==> config.mk <==
export PLATFORM = sky130hd
export DESIGN_NAME = keyed_wdog
export DESIGN_NICKNAME = d
export VERILOG_FILES = /design/src/rtl/keyed_wdog_pkg.sv /design/src/rtl/wdog_keyseq.sv /design/src/rtl/wdog_core.sv /design/src/rtl/wdog_rstpulse.sv /design/src/rtl/keyed_wdog.sv
export SDC_FILE = /design/constraint.sdc
export NUM_CORES = 1
export LEC_CHECK = 0
export BUFFER_PORTS_ARGS = -buffer_cell sky130_fd_sc_hd__buf_2
export CORE_UTILIZATION = 40
export CTS_CLUSTER_DIAMETER = 40
export DETAILED_ROUTE_END_ITERATION = 8
export PLACE_DENSITY_LB_ADDON = 0.25
export SLEW_MARGIN = 20
export SYNTH_ARGS = -nofsm -noshare
export SYNTH_HDL_FRONTEND = slang
export SYNTH_SLANG_ARGS = --single-unit
==> constraint.sdc <==
create_clock -name clk -period 1.57 [get_ports clk]
set_input_delay 0.314 -clock clk [delete_from_list [all_inputs] [get_ports clk]]
set_output_delay 0.314 -clock clk [all_outputs]
set_load 0.01 [all_outputs]
==> src/rtl/keyed_wdog_pkg.sv <==
// Shared constants and types for the key-protected watchdog.
// Assumes a 3-bit word address space on the register bus.
package keyed_wdog_pkg;

    localparam int unsigned ADDR_W = 3;

    localparam logic [15:0] KEY_FIRST  = 16'hBABA;
    localparam logic [15:0] KEY_SECOND = 16'hEB10;

    typedef enum logic [ADDR_W-1:0] {
        A_KEY1    = 3'd0,
        A_KEY2    = 3'd1,
        A_CTRL    = 3'd2,
        A_LIMIT   = 3'd3,
        A_COUNT   = 3'd4,
        A_STATUS  = 3'd5,
        A_IRQCLR  = 3'd6,
        A_RESTART = 3'd7
    } wd_addr_e;

    typedef enum logic [1:0] {
        LK_LOCKED = 2'd0,
        LK_HALF   = 2'd1,
        LK_OPEN   = 2'd2
    } lock_e;

    // True for registers whose writes need a fresh unlock.
    function automatic logic is_protected(input logic [ADDR_W-1:0] a);
        return (a == A_CTRL) || (a == A_LIMIT) ||
               (a == A_STATUS) || (a == A_RESTART);
    endfunction

endpackage

==> src/rtl/wdog_keyseq.sv <==
// Two-key unlock sequencer. It grants exactly one protected write, and
// only when the two writes directly before it were the first key and then
// the second key, with correct values. Every other write re-locks.
// Assumes at most one bus write per cycle.
module wdog_keyseq
    import keyed_wdog_pkg::*;
#(
    parameter int unsigned DATA_W = 32
) (
    input  logic              clk,
    input  logic              rst_n,
    input  logic              wr,
    input  logic [ADDR_W-1:0] addr,
    input  logic [DATA_W-1:0] wdata,
    output logic              prot_go
);

    localparam logic [DATA_W-1:0] K1 = DATA_W'(KEY_FIRST);
    localparam logic [DATA_W-1:0] K2 = DATA_W'(KEY_SECOND);

    lock_e state;
    logic  prot_wr;

    // Decode whether the current write targets a protected register.
    always_comb prot_wr = wr && is_protected(addr);

    // Grant the write only from the fully unlocked state.
    always_comb prot_go = prot_wr && (state == LK_OPEN);

    // Advance the sequence on key writes; any other write re-locks.
    always_ff @(posedge clk) begin
        if (!rst_n) begin
            state <= LK_LOCKED;
        end else if (wr) begin
            case (addr)
                A_KEY1:  state <= (wdata == K1) ? LK_HALF : LK_LOCKED;
                A_KEY2:  state <= (state == LK_HALF && wdata == K2) ? LK_OPEN : LK_LOCKED;
                default: state <= LK_LOCKED;
            endcase
        end
    end

    // a protected write always uses up the unlock.
    p_consume_r5: assert property (@(posedge clk) disable iff (!rst_n)
        prot_wr |=> (state == LK_LOCKED));

    // the open state is only reached from a correct second key.
    p_open_src_r4: assert property (@(posedge clk) disable iff (!rst_n)
        $rose(state == LK_OPEN) |-> $past(wr && addr == A_KEY2 && wdata == K2 && state == LK_HALF));

endmodule

==> src/rtl/wdog_core.sv <==
// Counter, match detector, sticky status flag and interrupt-pending flag.
// Assumes the write enables are already qualified by the key sequencer,
// except the interrupt clear, which is unprotected.
module wdog_core #(
    parameter int unsigned CNT_W  = 32,
    parameter int unsigned DATA_W = 32
) (
    input  logic              clk,
    input  logic              rst_n,
    input  logic              ctrl_we,
    input  logic              limit_we,
    input  logic              stat_we,
    input  logic              restart_we,
    input  logic              irqclr_we,
    input  logic [DATA_W-1:0] wdata,
    output logic [1:0]        ctrl,
    output logic [CNT_W-1:0]  limit,
    output logic [CNT_W-1:0]  count,
    output logic              status,
    output logic              irq
);

    logic hit;

    // A match counts only while the counter is enabled.
    always_comb hit = ctrl[0] && (count == limit);

    // Hold the control bits and the match value.
    always_ff @(posedge clk) begin
        if (!rst_n) begin
            ctrl  <= '0;
            limit <= '0;
        end else begin
            if (ctrl_we)  ctrl  <= wdata[1:0];
            if (limit_we) limit <= wdata[CNT_W-1:0];
        end
    end

    // The counter: restart wins over the increment.
    always_ff @(posedge clk) begin
        if (!rst_n)          count <= '0;
        else if (restart_we) count <= '0;
        else if (ctrl[0])    count <= count + 1'b1;
    end

    // Sticky status flag: set on a match, cleared by a granted write of 0.
    always_ff @(posedge clk) begin
        if (!rst_n)                     status <= 1'b0;
        else if (hit)                   status <= 1'b1;
        else if (stat_we && !wdata[0])  status <= 1'b0;
    end

    // Interrupt-pending flag: set on a match, cleared by its own register.
    always_ff @(posedge clk) begin
        if (!rst_n)         irq <= 1'b0;
        else if (hit)       irq <= 1'b1;
        else if (irqclr_we) irq <= 1'b0;
    end

    p_restart_zero_r9: assert property (@(posedge clk) disable iff (!rst_n)
        restart_we |=> (count == '0));

    p_hold_count_r6: assert property (@(posedge clk) disable iff (!rst_n)
        (!ctrl[0] && !restart_we) |=> $stable(count));

    p_limit_locked_r3: assert property (@(posedge clk) disable iff (!rst_n)
        !limit_we |=> $stable(limit));

    p_status_src_r7: assert property (@(posedge clk) disable iff (!rst_n)
        $rose(status) |-> $past(ctrl[0] && count == limit));

    p_status_sticky_r7: assert property (@(posedge clk) disable iff (!rst_n)
        (status && !stat_we) |=> status);

endmodule

==> src/rtl/wdog_rstpulse.sv <==
// Produces a reset-request pulse of RST_CYCLES clocks each time the arm
// condition becomes true. Assumes RST_CYCLES >= 1.
module wdog_rstpulse #(
    parameter int unsigned RST_CYCLES = 8
) (
    input  logic clk,
    input  logic rst_n,
    input  logic arm,
    output logic rst_req
);

    localparam int unsigned CW = $clog2(RST_CYCLES + 1);

    logic          arm_q;
    logic [CW-1:0] left;
    logic [CW-1:0] hi_run;

    // Remember the previous arm level so that its rising edge can be detected.
    always_ff @(posedge clk) begin
        if (!rst_n) arm_q <= 1'b0;
        else        arm_q <= arm;
    end

    // Load the pulse length on a new arm, then count it down.
    always_ff @(posedge clk) begin
        if (!rst_n)              left <= '0;
        else if (arm && !arm_q)  left <= CW'(RST_CYCLES);
        else if (left != '0)     left <= left - 1'b1;
    end

    always_comb rst_req = (left != '0);

    // Checker-only count of consecutive high cycles already seen.
    always_ff @(posedge clk) begin
        if (!rst_n)                           hi_run <= '0;
        else if (!rst_req)                    hi_run <= '0;
        else if (hi_run != CW'(RST_CYCLES))   hi_run <= hi_run + 1'b1;
    end

    p_pulse_src_r10: assert property (@(posedge clk) disable iff (!rst_n)
        $rose(rst_req) |-> $past(arm));

    p_pulse_len_r10: assert property (@(posedge clk) disable iff (!rst_n)
        rst_req |-> (hi_run < CW'(RST_CYCLES)));

endmodule

==> src/rtl/keyed_wdog.sv <==
// Top level of the key-protected watchdog. It decodes bus writes into
// granted register updates and muxes the read data.
// Assumes CNT_W <= DATA_W and one bus access per cycle.
module keyed_wdog
    import keyed_wdog_pkg::*;
#(
    parameter int unsigned DATA_W     = 32,
    parameter int unsigned CNT_W      = 32,
    parameter int unsigned RST_CYCLES = 8
) (
    input  logic              clk,
    input  logic              rst_n,
    input  logic              bus_wr,
    input  logic [ADDR_W-1:0] bus_addr,
    input  logic [DATA_W-1:0] bus_wdata,
    output logic [DATA_W-1:0] bus_rdata,
    output logic              wdt_rst_req,
    output logic              wdt_irq
);

    logic             prot_go;
    logic [1:0]       ctrl;
    logic [CNT_W-1:0] limit;
    logic [CNT_W-1:0] count;
    logic             status;
    logic             irq;
    logic             arm;

    wdog_keyseq #(.DATA_W(DATA_W)) u_keyseq (
        .clk     (clk),
        .rst_n   (rst_n),
        .wr      (bus_wr),
        .addr    (bus_addr),
        .wdata   (bus_wdata),
        .prot_go (prot_go)
    );

    wdog_core #(.CNT_W(CNT_W), .DATA_W(DATA_W)) u_core (
        .clk        (clk),
        .rst_n      (rst_n),
        .ctrl_we    (prot_go && bus_addr == A_CTRL),
        .limit_we   (prot_go && bus_addr == A_LIMIT),
        .stat_we    (prot_go && bus_addr == A_STATUS),
        .restart_we (prot_go && bus_addr == A_RESTART),
        .irqclr_we  (bus_wr && bus_addr == A_IRQCLR && bus_wdata[0]),
        .wdata      (bus_wdata),
        .ctrl       (ctrl),
        .limit      (limit),
        .count      (count),
        .status     (status),
        .irq        (irq)
    );

    // Arm the reset pulse when the status flag and the reset enable are both set.
    always_comb arm = status && ctrl[1];

    wdog_rstpulse #(.RST_CYCLES(RST_CYCLES)) u_pulse (
        .clk     (clk),
        .rst_n   (rst_n),
        .arm     (arm),
        .rst_req (wdt_rst_req)
    );

    always_comb wdt_irq = irq;

    // Read data mux for the addressed register.
    always_comb begin
        bus_rdata = '0;
        case (bus_addr)
            A_CTRL:   bus_rdata = DATA_W'(ctrl);
            A_LIMIT:  bus_rdata = DATA_W'(limit);
            A_COUNT:  bus_rdata = DATA_W'(count);
            A_STATUS: bus_rdata = DATA_W'(status);
            A_IRQCLR: bus_rdata = DATA_W'(irq);
            default:  bus_rdata = '0;
        endcase
    end

    p_ctrl_locked_r3: assert property (@(posedge clk) disable iff (!rst_n)
        !(prot_go && bus_addr == A_CTRL) |=> $stable(ctrl));

endmodule

; Word-level counts from Yosys, hierarchy flattened
; Cells that the tools add are included.
[op_classes]
addsub = 2
eq_ne = 12
n_mux = 10
bitwise = 1
n_reduce_logical = 25
[op_table]
columns = operator, n
row1 = 32-bit one-hot mux with 5 select lines, 1
row2 = "32-bit by 16-bit == test with 1-bit output, second input constant", 2
row3 = "32-bit by 1-bit adder with 32-bit output, second input constant", 1
row4 = 32-bit == test, 1
row5 = 1-bit logical AND, 13
row6 = "3-bit == test, second input constant", 4
row7 = 4-bit two-way mux, 2
row8 = "3-bit by 2-bit == test with 1-bit output, second input constant", 2
row9 = 2-bit nonzero test, 3
row10 = 1-bit two-way mux, 5
row11 = 2-bit one-hot mux with 2 select lines, 1
row12 = 4-bit nonzero test, 1
row13 = 2-bit OR reduction, 2
row14 = "4-bit by 1-bit subtractor with 4-bit output, second input constant", 1
row15 = "3-bit by 1-bit == test with 1-bit output, second input constant", 1
row16 = 3-bit logical NOT, 1
row17 = 1-bit logical OR, 3
row18 = "2-bit by 1-bit == test with 1-bit output, second input constant", 1
row19 = "2-bit == test, second input constant", 1
row20 = 1-bit logical NOT, 2
row21 = 2-bit two-way mux, 1
row22 = 1-bit inverter, 1
[word_totals]
ff_bits = 75
in_bits = 38
output_inout_bits = 34
wordCells = 59

; Longest topological paths before layout
[depth]
word_depth = 10
ltp_mapped = 8
mapped_depth_nobuf = 6

; Cells and area by module
; A second synthesis with hierarchy kept.
[unflattened]
cells_unflattened = 437
hier_area_um2 = 4073.9
[by_module_without_submodules]
columns = mod, instances, cells_per_inst, area_each_um2, seq_area_each_um2
row1 = wdog_core, 1, 329, 3153.0, 1361.3
row2 = keyed_wdog, 1, 59, 475.5, 0.0
row3 = wdog_rstpulse, 1, 24, 239.0, 100.1
row4 = wdog_keyseq, 1, 25, 206.4, 40.0

; Worst setup path before layout
; OpenSTA, ideal clock, no wires.
[synth_path]
path_kind = register -> register
startpoint = register u_core.count[0]
endpoint = register u_core.count[24]
setup_time_ns = 0.119
arrival_time_ns = 1.449
t_required_ns = 1.451
path_slack_ns = 0.002
path_stages_with_launch = 7
path_buffers = 0
synth_period_minus_slack_ns = 1.568
cell_sequence = dfxtp_1 > ha_1 > and3_1 > nor4b_4 > nand4_1 > xor2_1 > nor2_1
[synth_via]
elab_chain_cells = 1
[synth_rtl]
columns = item, line
row1 = "start, declared", wdog_core.sv:18  ; output logic [CNT_W-1:0] count,
row2 = "start signal, assigned", wdog_core.sv:43  ; else if (ctrl[0]) count <= count + 1'b1;
row3 = 32-bit by 1-bit adder with 32-bit output, wdog_core.sv:43
; Every way passes these cells.
; A chain may end at the register's enable or synchronous reset.

; Worst setup path in the final report
[layout_path]
startpoint = input bus_addr[1]
endpoint = output bus_rdata[27]
[layout_via]
elab_chain_cells = 2
[layout_rtl]
columns = item, line
row1 = "start, declared", keyed_wdog.sv:14  ; input logic [ADDR_W-1:0] bus_addr,
row2 = 3-bit == test or 3-bit by 2-bit == test with 1-bit output (tied branches), keyed_wdog.sv:69  ; case (bus_addr)
row3 = 32-bit one-hot mux with 5 select lines *, keyed_wdog.sv:69
row4 = "end, declared", keyed_wdog.sv:16  ; output logic [DATA_W-1:0] bus_rdata,
; Every way passes the cells marked *; elsewhere a longest branch is shown, timed or not.

==> out/summary.log <==
INFO  synth          synthMostInstantiatedCell=sky130_fd_sc_hd__nand2_1
INFO  worst_setup_path regToRegEndpoint=u_core.status
INFO  clocking       max-clock-path-buffers=2
INFO  timing         relSlewSlack=70.59%
INFO  timing         max_clock_freq=0.5845GHz
INFO  grt            first_global_vias=3838
INFO  flow_run       drv_cap=0
INFO  synth          mappedNetlistNets=506
INFO  routing        route.final.wire_length=12440µm
INFO  power          powerDensity=789.2mW/mm²
INFO  final_layout   area_growth=45.56%
INFO  routing        detailedRoute.firstPassIterationCount=4
INFO  synth          synth.ff_latch_count=75
INFO  clocking       clock_insertion_delay_worst_skew=0.35ns
INFO  synth          yosys-top-cells-area=sky130_fd_sc_hd__dfxtp_1 38%, sky130_fd_sc_hd__xor2_1 11%, sky130_fd_sc_hd__nand2_1 8.4%, sky130_fd_sc_hd__a22o_1 6.6%, sky130_fd_sc_hd__a21boi_0 5.3%
INFO  routing        antenna_left=0
INFO  power          max-vdd-ir-drop=0.0003921V
INFO  status         status=complete, but fails checks
INFO  synth          synth-adder-area-share=0.9479%
INFO  routing        via_count=3937
INFO  timing         report.final.setup_viol=37
INFO  timing         layout_min_cycle_time=1.711ns
INFO  worst_setup_path cp_max_fo=8
INFO  final_layout   total_area_of_multi_input_combinational_cells=0.002462mm²
INFO  worst_setup_path worst_ep_arrival_time=1.40ns
INFO  worst_setup_path rr_startpoint=u_core.count[12]
INFO  timing         setup_repair_after_global_routing_missed_its_margin=yes
INFO  placement      pre_cts_ws=-0.1687ns
INFO  grt            antenna_found_initial=0
INFO  worst_setup_path timing.critical_path.to_type=primary output
INFO  synth          synth_largest_type_area_fraction=37.91%
INFO  final_layout   fillCellCount=796
INFO  worst_setup_path criticalPathCategory=primary input to primary output
INFO  worst_setup_path r2r.worst_path.cells=6
INFO  timing         hold_viol=0
INFO  clocking       h-tree-depth=3
INFO  timing         min_period_over_period=109.0%
INFO  timing         finalSetupTns=-3.665ns
INFO  timing         timing.final.ws_setup=-0.1408ns
INFO  clocking       cts.reportedPaths.clkPinSlew=0.08ns
INFO  floorplanning  placementRows=35
INFO  clocking       ctsRootBufferMaster=sky130_fd_sc_hd__clkbuf_8
INFO  grt            wire_length_of_the_first_global_routing_pass=18980µm
INFO  synth          synthXorXnorAreaFrac=14.38%
INFO  final_layout   antennaDiodeCount=0
INFO  routing        drc_errors=0
INFO  synth          netlist_area=0.003960mm²
INFO  power          leakagePower=2.621nW
INFO  floorplanning  core_area=0.009415mm²
INFO  routing        drtIter0Drc=154
INFO  floorplanning  num_io_pins=72
INFO  hold_path      min_delay_worst_endpoint=u_core.limit[11]
INFO  placement      detailed_place_hpwl=8807µm
INFO  final_layout   layout_cells_sized_above_1=38.84%
INFO  timing         tightestPinTransition=0.4356ns
INFO  synth          yosysUniqueCellTypes=48
INFO  synth          async_flop_share=0%
INFO  grt            grt_max_degree=43
INFO  worst_setup_path critical_path.startpoint_type=primary input
INFO  synth          synth_simple_gate_area_share=26.60%
INFO  final_layout   regArea=0.001531mm²
INFO  floorplanning  die_height=101.5µm
INFO  synth          synth_top_flop_cell=sky130_fd_sc_hd__dfxtp_1
INFO  synth          dominant_combinational_cell_family_by_area_after_synthesis=simple AND/OR/NAND/NOR gates
INFO  power          fin_total_pwr=0.004549W
INFO  final_layout   fin_nets=659
INFO  synth          synth-compound-area-share=15.07%
INFO  placement      dp_cells=724
INFO  synth          synth.yosys.warnings=0
INFO  placement      number_of_buffer_cells_added_on_primary_ports=71
INFO  clocking       cts.sinks=75
INFO  placement      final_gp_congestion=0.9119
INFO  grt            globalRoute.totalOverflow=0
INFO  clocking       cts_inserted_buffers=9
INFO  synth          yosys-top-cells-count=89 x sky130_fd_sc_hd__nand2_1, 75 x sky130_fd_sc_hd__dfxtp_1, 50 x sky130_fd_sc_hd__xor2_1
INFO  floorplanning  die_x=101.5µm
INFO  synth          synth_sequential_area_ratio=37.91%
INFO  final_layout   layoutNonFillerInstCount=752
INFO  timing         timing.clock.skew=0.007470ns
INFO  grt            global_route.usage.total=24.27%
INFO  routing        post_drt_wl_per_cell=16.54µm
INFO  worst_setup_path cp.required=1.26ns
INFO  worst_setup_path setup.reg_to_reg.worst_slack=-0.10ns
INFO  synth          synth_largest_area_cell=sky130_fd_sc_hd__dfxtp_1
INFO  synth          synthesis.instances=465
INFO  synth          fraction_of_synthesized_area_in_multiplexers=1.043%
INFO  synth          synthesis.area_per_instance=8.516µm²
INFO  floorplanning  initial_core_utilization=42.06%
INFO  timing         finalMaxSlewViolations=0
INFO  clocking       ctsHoldBuffers=0
INFO  hold_path      holdCritPathClass=primary input to flop
INFO  synth          synth_edf_count=0
INFO  hold_path      holdPathStages=3
INFO  clocking       tritoncts=done
INFO  floorplanning  dieArea=0.01030mm²
INFO  routing        route.detailed.vias_per_inst=5.235
INFO  status         failed_checks=negative setup slack
INFO  hold_path      holdCritStartpoint=bus_wdata[11]
[critical path, stage by stage]
cell	delay (ns)
sky130_fd_sc_hd__buf_6	0.09
sky130_fd_sc_hd__buf_6	0.10
sky130_fd_sc_hd__nand2b_4	0.14
sky130_fd_sc_hd__nor2_4	0.25
sky130_fd_sc_hd__clkbuf_16	0.22
sky130_fd_sc_hd__a22o_1	0.14
sky130_fd_sc_hd__buf_2	0.13
[routing by layer]
metal | GRT usage (%) | vias up | share of wire [%]
li1 | - | 1910 | -
met1 | 30.55 | 1888 | 44
met2 | 41.32 | 117 | 50
met3 | 3.382 | 22 | 4.5
met4 | 10.59 | 0 | 1.9
met5 | 0 | - | 0
[layout by cell type, fill, tap and decap left out, types with 5 or more instances in the layout]
master                     netlist  layout
sky130_fd_sc_hd__xnor2_1        15      14
sky130_fd_sc_hd__buf_4           4      79
sky130_fd_sc_hd__nand2_1        89      86
sky130_fd_sc_hd__dfxtp_1        75      59
sky130_fd_sc_hd__nand3_2         0       5
sky130_fd_sc_hd__nand4_1        12      12
sky130_fd_sc_hd__nor2_4          0       5
sky130_fd_sc_hd__nor2_1         42      37
sky130_fd_sc_hd__nand3_1        12       7
sky130_fd_sc_hd__xor2_1         50      49
sky130_fd_sc_hd__a22o_1         30      30
sky130_fd_sc_hd__buf_12          0       9
sky130_fd_sc_hd__a21boi_1        5       5
sky130_fd_sc_hd__a21boi_0       28      28
sky130_fd_sc_hd__buf_6           0      13
sky130_fd_sc_hd__nor4_1         11      10
sky130_fd_sc_hd__dfxtp_2         0      12
sky130_fd_sc_hd__clkbuf_8        0      11
sky130_fd_sc_hd__buf_2           8      69
sky130_fd_sc_hd__inv_1           5       5
[power breakdown]
part | leakage (nW) | internal (W) | switching [W]
logic | 1.87 | 0.000276 | 0.000276
registers | 0.614 | 0.00194 | 0.0000308
clock network | 0.137 | 0.00131 | 0.000720
[area by class of cell]
cell class	instances	area share, %
Clock inverter	4	2.084
Multi-Input combinational cell	355	42.72
Tap cell	129	2.800
Inverter	5	0.3256
Clock buffer	12	2.692
Sequential cell	75	26.57
Timing Repair Buffer	172	22.81
[logic make-up (layout without fill, tap and decap cells)]
kind of cell | count (synthesis) | count (layout)
AO/OA/AOI/OAI | 75 | 75
XOR/XNOR | 65 | 65
adder cells (fa/ha/maj) | 3 | 3
buffers and inverters | 35 | 193
flip-flops | 75 | 75
multiplexers | 4 | 4
AND/OR/NAND/NOR | 208 | 208
[per-stage QoR]
step / instance area, µm² / hold slack, ns / util [%]
floorplan: 3960 / 0.4488 / -
global placement: 5122 / 0.4875 / 54.41
detailed placement: 5122 / 0.4928 / 54.41
CTS: 5489 / 0.2027 / 58.30
global route: 5764 / 0.2225 / 61.22
finish: 5764 / 0.2129 / 61.22
[timing repair]
item	4_1_cts	5_1_grt
setup buffers	3	6
pin swaps	7	26
resized for setup	24	41
endpoints found under the setup margin	52	54
gates cloned	0	3
[registers in the layout (all words and copies together), names as in the netlist]
name / cells
u_core.count: 32
u_core.limit: 32
u_pulse.left: 4
u_core.ctrl: 2
u_keyseq.state: 2
u_core.irq: 1
u_core.status: 1
u_pulse.arm_q: 1
[worst max-delay path by stage]
stage	to	start	cells after the start
floorplan	u_core.count[24]	u_core.count[0]	6
global placement	u_core.status	u_core.count[12]	6
detailed placement	u_core.status	u_core.count[12]	6
CTS	bus_rdata[0]	u_core.ctrl[0]	4
global route	bus_rdata[2]	bus_addr[2]	7
finish	bus_rdata[27]	bus_addr[1]	7
Note: power is estimated with default switching activity, not from simulation.
